### config.mk
export PLATFORM = sky130hd
export DESIGN_NAME = ball_vert_steer
export DESIGN_NICKNAME = d
export VERILOG_FILES = /design/src/rtl/vse_pkg.sv /design/src/rtl/vse_band_decode.sv /design/src/rtl/vse_edge_guard.sv /design/src/rtl/vse_vpos.sv /design/src/rtl/ball_vert_steer.sv
export SDC_FILE = /design/constraint.sdc
export NUM_CORES = 1
export LEC_CHECK = 0
export BUFFER_PORTS_ARGS = -buffer_cell sky130_fd_sc_hd__buf_2
export CAP_MARGIN = 0
export CORE_UTILIZATION = 30
export CTS_CLUSTER_DIAMETER = 40
export CTS_CLUSTER_SIZE = 12
export DETAILED_ROUTE_END_ITERATION = 7
export GPL_TIMING_DRIVEN = 0
export PLACE_DENSITY_LB_ADDON = 0.25
export SLEW_MARGIN = 0
export SYNTH_ARGS = -nofsm -noshare
export SYNTH_HDL_FRONTEND = slang
export SYNTH_SLANG_ARGS = --single-unit
### constraint.sdc
create_clock -name clk -period 3.7 [get_ports clk]
set_clock_uncertainty 0.1 [all_clocks]
set_input_delay 0.74 -clock clk [delete_from_list [all_inputs] [get_ports clk]]
set_output_delay 0.74 -clock clk [all_outputs]
set_load 0.02 [all_outputs]
### src/rtl/vse_pkg.sv
package vse_pkg;

    localparam int MAG_W = 3;

    typedef enum logic [0:0] {
        GUARD_FREE = 1'b0,
        GUARD_HELD = 1'b1
    } guard_state_t;

    typedef struct packed {
        logic             up;
        logic [MAG_W-1:0] mag;
    } vcode_t;

    localparam vcode_t VCODE_ZERO = '{up: 1'b0, mag: '0};

    // Upper four bands run from fastest-up to still, lower four from still to fastest-down.
    function automatic vcode_t band_to_code(input logic [2:0] band);
        vcode_t c;
        c.mag = {1'b0, (band[2] ? band[1:0] : ~band[1:0])};
        c.up  = !band[2] && (band[1:0] != 2'b11);
        return c;
    endfunction

    function automatic vcode_t reverse_code(input vcode_t v);
        vcode_t c;
        c.mag = v.mag;
        c.up  = (v.mag != '0) ? !v.up : 1'b0;
        return c;
    endfunction

endpackage

### src/rtl/vse_band_decode.sv
module vse_band_decode
    import vse_pkg::*;
#(
    parameter int COORD_W   = 9,
    parameter int PAD_LINES = 16
) (
    input  logic [COORD_W-1:0] line_cnt,
    input  logic [COORD_W-1:0] top_left,
    input  logic [COORD_W-1:0] top_right,
    input  logic               side_right,
    input  logic               strobe,
    output logic               hit_valid,
    output vcode_t             hit_code
);

    localparam int BAND_SHIFT = $clog2(PAD_LINES / 8);

    logic [COORD_W-1:0] top_sel;
    logic [COORD_W-1:0] offset;
    logic               in_range;

    always_comb begin
        top_sel   = side_right ? top_right : top_left;
        offset    = line_cnt - top_sel;
        in_range  = offset < COORD_W'(PAD_LINES);
        hit_valid = strobe && in_range;
        hit_code  = band_to_code(offset[BAND_SHIFT +: 3]);
    end

endmodule

### src/rtl/vse_edge_guard.sv
module vse_edge_guard
    import vse_pkg::*;
(
    input  logic clk,
    input  logic rst,
    input  logic ball_win,
    input  logic vblank,
    output logic flip
);

    guard_state_t state, state_nx;
    logic         coin_q;

    always_ff @(posedge clk) begin
        if (rst) begin
            state  <= GUARD_FREE;
            coin_q <= 1'b0;
        end else begin
            state  <= state_nx;
            coin_q <= ball_win && vblank;
        end
    end

    always_comb begin
        state_nx = state;
        flip     = 1'b0;
        unique case (state)
            GUARD_FREE: begin
                if (coin_q) begin
                    state_nx = GUARD_HELD;
                    flip     = 1'b1;
                end
            end
            GUARD_HELD: begin
                if (!coin_q) state_nx = GUARD_FREE;
            end
        endcase
    end

    // a reversal never repeats on the following cycle
    p_single_flip_r8: assert property (@(posedge clk) disable iff (rst)
        flip |=> !flip);

endmodule

### src/rtl/vse_vpos.sv
module vse_vpos
    import vse_pkg::*;
#(
    parameter int COORD_W = 9,
    parameter int Y_START = 240
) (
    input  logic               clk,
    input  logic               rst,
    input  logic               vsync,
    input  vcode_t             vel,
    output logic [COORD_W-1:0] ball_y,
    output logic               step_pulse
);

    logic               vsync_q;
    logic               frame_edge;
    logic [COORD_W-1:0] step_amt;

    always_comb begin
        frame_edge = vsync && !vsync_q;
        step_amt   = COORD_W'(vel.mag);
    end

    always_ff @(posedge clk) begin
        if (rst) begin
            vsync_q    <= 1'b0;
            ball_y     <= COORD_W'(Y_START);
            step_pulse <= 1'b0;
        end else begin
            vsync_q    <= vsync;
            step_pulse <= frame_edge;
            if (frame_edge)
                ball_y <= vel.up ? (ball_y - step_amt) : (ball_y + step_amt);
        end
    end

    // the row only moves together with a step pulse
    p_row_still_r10: assert property (@(posedge clk) disable iff (rst)
        !step_pulse |-> (ball_y == $past(ball_y)));

    // step pulse lasts exactly one cycle
    p_step_single_r10: assert property (@(posedge clk) disable iff (rst)
        step_pulse |=> !step_pulse);

endmodule

### src/rtl/ball_vert_steer.sv
module ball_vert_steer
    import vse_pkg::*;
#(
    parameter int COORD_W   = 9,
    parameter int PAD_LINES = 16,
    parameter int Y_START   = 240
) (
    input  logic               clk,
    input  logic               rst,
    input  logic [COORD_W-1:0] line_cnt,
    input  logic [COORD_W-1:0] paddle_top_l,
    input  logic [COORD_W-1:0] paddle_top_r,
    input  logic               hit_strobe,
    input  logic               hit_right,
    input  logic               vblank,
    input  logic               ball_win,
    input  logic               vsync,
    output logic [3:0]         vel_code,
    output logic [3:0]         diag_hex,
    output logic [COORD_W-1:0] ball_y,
    output logic               step_pulse
);

    logic   hit_valid;
    vcode_t hit_code;
    logic   flip;
    vcode_t vel_q;

    vse_band_decode #(
        .COORD_W   (COORD_W),
        .PAD_LINES (PAD_LINES)
    ) u_decode (
        .line_cnt   (line_cnt),
        .top_left   (paddle_top_l),
        .top_right  (paddle_top_r),
        .side_right (hit_right),
        .strobe     (hit_strobe),
        .hit_valid  (hit_valid),
        .hit_code   (hit_code)
    );

    vse_edge_guard u_guard (
        .clk      (clk),
        .rst      (rst),
        .ball_win (ball_win),
        .vblank   (vblank),
        .flip     (flip)
    );

    always_ff @(posedge clk) begin
        if (rst)            vel_q <= VCODE_ZERO;
        else if (hit_valid) vel_q <= hit_code;
        else if (flip)      vel_q <= reverse_code(vel_q);
    end

    vse_vpos #(
        .COORD_W (COORD_W),
        .Y_START (Y_START)
    ) u_vpos (
        .clk        (clk),
        .rst        (rst),
        .vsync      (vsync),
        .vel        (vel_q),
        .ball_y     (ball_y),
        .step_pulse (step_pulse)
    );

    always_comb begin
        vel_code = vel_q;
        diag_hex = vel_q;
    end

    // zero speed never carries the up flag
    p_zero_canonical_r4: assert property (@(posedge clk) disable iff (rst)
        (vel_code[2:0] == 3'd0) |-> !vel_code[3]);

    // a valid strike lands on the next cycle
    p_strike_loads_r5: assert property (@(posedge clk) disable iff (rst)
        hit_valid |=> (vel_code == $past(hit_code)));

    // no strike and no reversal means no change
    p_code_holds_r5: assert property (@(posedge clk) disable iff (rst)
        (!hit_valid && !flip) |=> $stable(vel_code));

    // reversal keeps speed and inverts a non-zero direction
    p_reverse_r7: assert property (@(posedge clk) disable iff (rst)
        (flip && !hit_valid) |=> ((vel_code[2:0] == $past(vel_code[2:0])) &&
                                  ((vel_code[2:0] == 3'd0) || (vel_code[3] != $past(vel_code[3])))));

endmodule

==> impl_metrics.tcl <==
set metrics [dict create \
    p_sw_frac 0.362 \
    ys_types 45 \
    synth_top_area_frac 0.214 \
    cp_data_arrival_time_ps 3500 \
    drt_iter0_markers 60 \
    clock_path_buffers 2 \
    yosysMostFrequentCell "ha_1" \
    place_congestion 0.907 \
    cts_buffers 3 \
    synth_top_family_by_area "compound AO/OA/AOI/OAI gates" \
    antenna_cells 0 \
    initial_utilization 0.315 \
    cts-root-buf "clkbuf_8" \
    min_period_ps 3440 \
    stdcell_area_um2 1870 \
    die_w_um 72.6 \
    ant_nets 0 \
    synthAdderAreaFrac 0.169 \
    drtPass1Iterations 4 \
    clock-sinks 16 \
    fillers 520 \
    rsz0062_at_grt "no" \
    power_w 0.000614 \
    ys.flop_type "dfxtp_1" \
    cts_tree "done" \
    antenna_found_initial 0 \
    yosysTopAreaCell "dfxtp_1" \
    synth_mux_area_frac 0.0803 \
    synth_edf_count 0 \
    overflow 0 \
    outcome "finished, final reports clean" \
    io_buffers 48 \
    syn_area_um2 1500 \
    core_area_um2 4750 \
    final-hold-violation-count 0 \
    postCtsSetupBuffers 0 \
    cts_resized 0 \
    fp.dieH_um 72.6 \
    detail_route.wl_per_cell_um 10.5 \
    grt_util_all_layers 0.124 \
    synthTopCellsByCount "ha_1, dfxtp_1, nor2_1" \
    grt_first_pass_wirelength_um 5290 \
    synth-simple-area-share 0.189 \
    p_switching_w 0.000222 \
    synthCells 174 \
    syn_area_per_cell_um2 8.60 \
    num_rows 25 \
    syn_to_final_growth_pct 24.7 \
    synth_compound_area_frac 0.219 \
    critPathRequiredTime_ps 3760 \
    synth_seq_cells 16 \
    finalCritPeriodShare 0.930 \
    p_leak_nw 0.861 \
    end_kind "flop" \
    place_area_um2 1820 \
    drive_gt1_frac 0.270 \
    hold_buffers 0 \
    cap_violations 0 \
    p_int_w 0.000392 \
    setup_viol 0 \
    start_kind "primary input" \
    vdd_ir_drop_max_uv 205 \
    dpl.hpwl_um 2540 \
    nNetsFinal 281 \
    drv_slew 0 \
    p_comb_frac 0.469 \
    grt_pass1_vias 1249 \
    fmax_mhz 291 \
    htree_num_levels 1 \
    drc 0 \
    synth_xor_area_frac 0.0686 \
    wl_um 3070 \
    critPathKind "in2reg" \
    holdCritPathClass "reg2reg" \
    io_pins 52 \
    clockPowerShare 0.209 \
    crit_fanout 9 \
    synth-async-reset-ratio 0 \
    vias 1370 \
    synth.yosys.seq_area_share 0.214 \
    cellPowerDensity_nw_per_um2 329 \
    viasPerCell 4.68 \
    finalHoldWorstSlack_ps 338 \
    seq_power_share 0.322 \
    clk_latency_ps 250 \
    die_area_um2 5270 \
    clk_pin_slew_worst_paths_ps 60 \
    synthTopCellsByArea "dfxtp_1, ha_1, mux2i_1" \
    yosysWarnings 0 \
    grt_max_degree 11 \
]
## power by group through the flow
stage               Combinational [W]  Sequential (W)  Clock [W]
detailed placement           0.000289        0.000201          0
global placement             0.000289        0.000201          0
global route                 0.000329        0.000200   0.000138
floorplan                    0.000206        0.000216          0
finish                       0.000288        0.000198   0.000128
CTS                          0.000291        0.000198   0.000133
## placed cells by master, fill, tap and decap left out, types with 6 or more instances in the layout
cell type  synthesis  layout
ha_1              17      17
inv_1              8       8
nand2_1            9       9
xor2_1             7       7
buf_2              0      48
mux2i_1           12      12
nor2_1            13      13
buf_4              6       6
o21ai_0            8       8
a21oi_1           12      12
dfxtp_1           16      16
## kinds of logic (layout without fill, tap and decap cells)
group,count (synthesis),count (layout)
other,1,2
buffers and inverters,17,68
AOI/OAI and AO/OA,46,46
xor gates and xnor gates,10,10
adders and majority gates,19,19
DFF,16,16
muxes,12,12
and+or+nand+nor,53,53
## registers in the layout, indices dropped and copies added, names as in the netlist
| name | flops |
|---|---|
| u_guard.state | 1 |
| diag_hex | 3 |
| u_vpos.ball_y | 9 |
| u_guard.coin_q | 1 |
| u_vpos.step_pulse | 1 |
| u_vpos.vsync_q | 1 |
## metal layers
layer,vias up,track usage,share of wire
li1,741,-,-
met1,587,0.165,0.51
met2,38,0.208,0.43
met3,4,0.0166,0.048
met4,0,0.0392,0.0085
met5,-,0,0
## through the flow
stage / TNS [ps] / setup slack (ps) / instances / util
detailed placement: -3.72 / -3.72 / 290 / 0.384
finish: 0 / 261 / 293 / 0.392
floorplan: 0 / 211 / 175 / -
global route: 0 / 113 / 293 / 0.392
global placement: 0 / 11.5 / 290 / 0.384
CTS: 0 / 251 / 293 / 0.392
## path summary, 6_finish.rpt
check	from	endpoint	slack, ps	cells past startpoint
setup / recovery	hit_right	diag_hex[0]	260	10
hold reg to reg	u_vpos.vsync_q	u_vpos.step_pulse	340	1
setup reg to reg	diag_hex[0]	u_vpos.ball_y[8]	870	11
hold / removal	u_vpos.vsync_q	u_vpos.step_pulse	340	1
## area by class of cell
cell class              instances  area, um^2  area share
inverters                       8        30.0      0.0161
repair buffers                 48         240       0.129
plain buffers                   9        56.3      0.0302
well taps                      67        83.8      0.0449
clock buffers                   3        41.3      0.0221
flip-flops and latches         16         320       0.172
multi-input cells             142        1090       0.586
## critical path: stages
cell	delay, ps
buf_4	170
mux2i_1	140
or2_2	290
fa_1	420
and3_1	210
or3_4	380
a2111oi_4	390
nand4_1	200
or4_1	500
o31ai_1	70
Note: power is estimated with default switching activity, not from simulation.
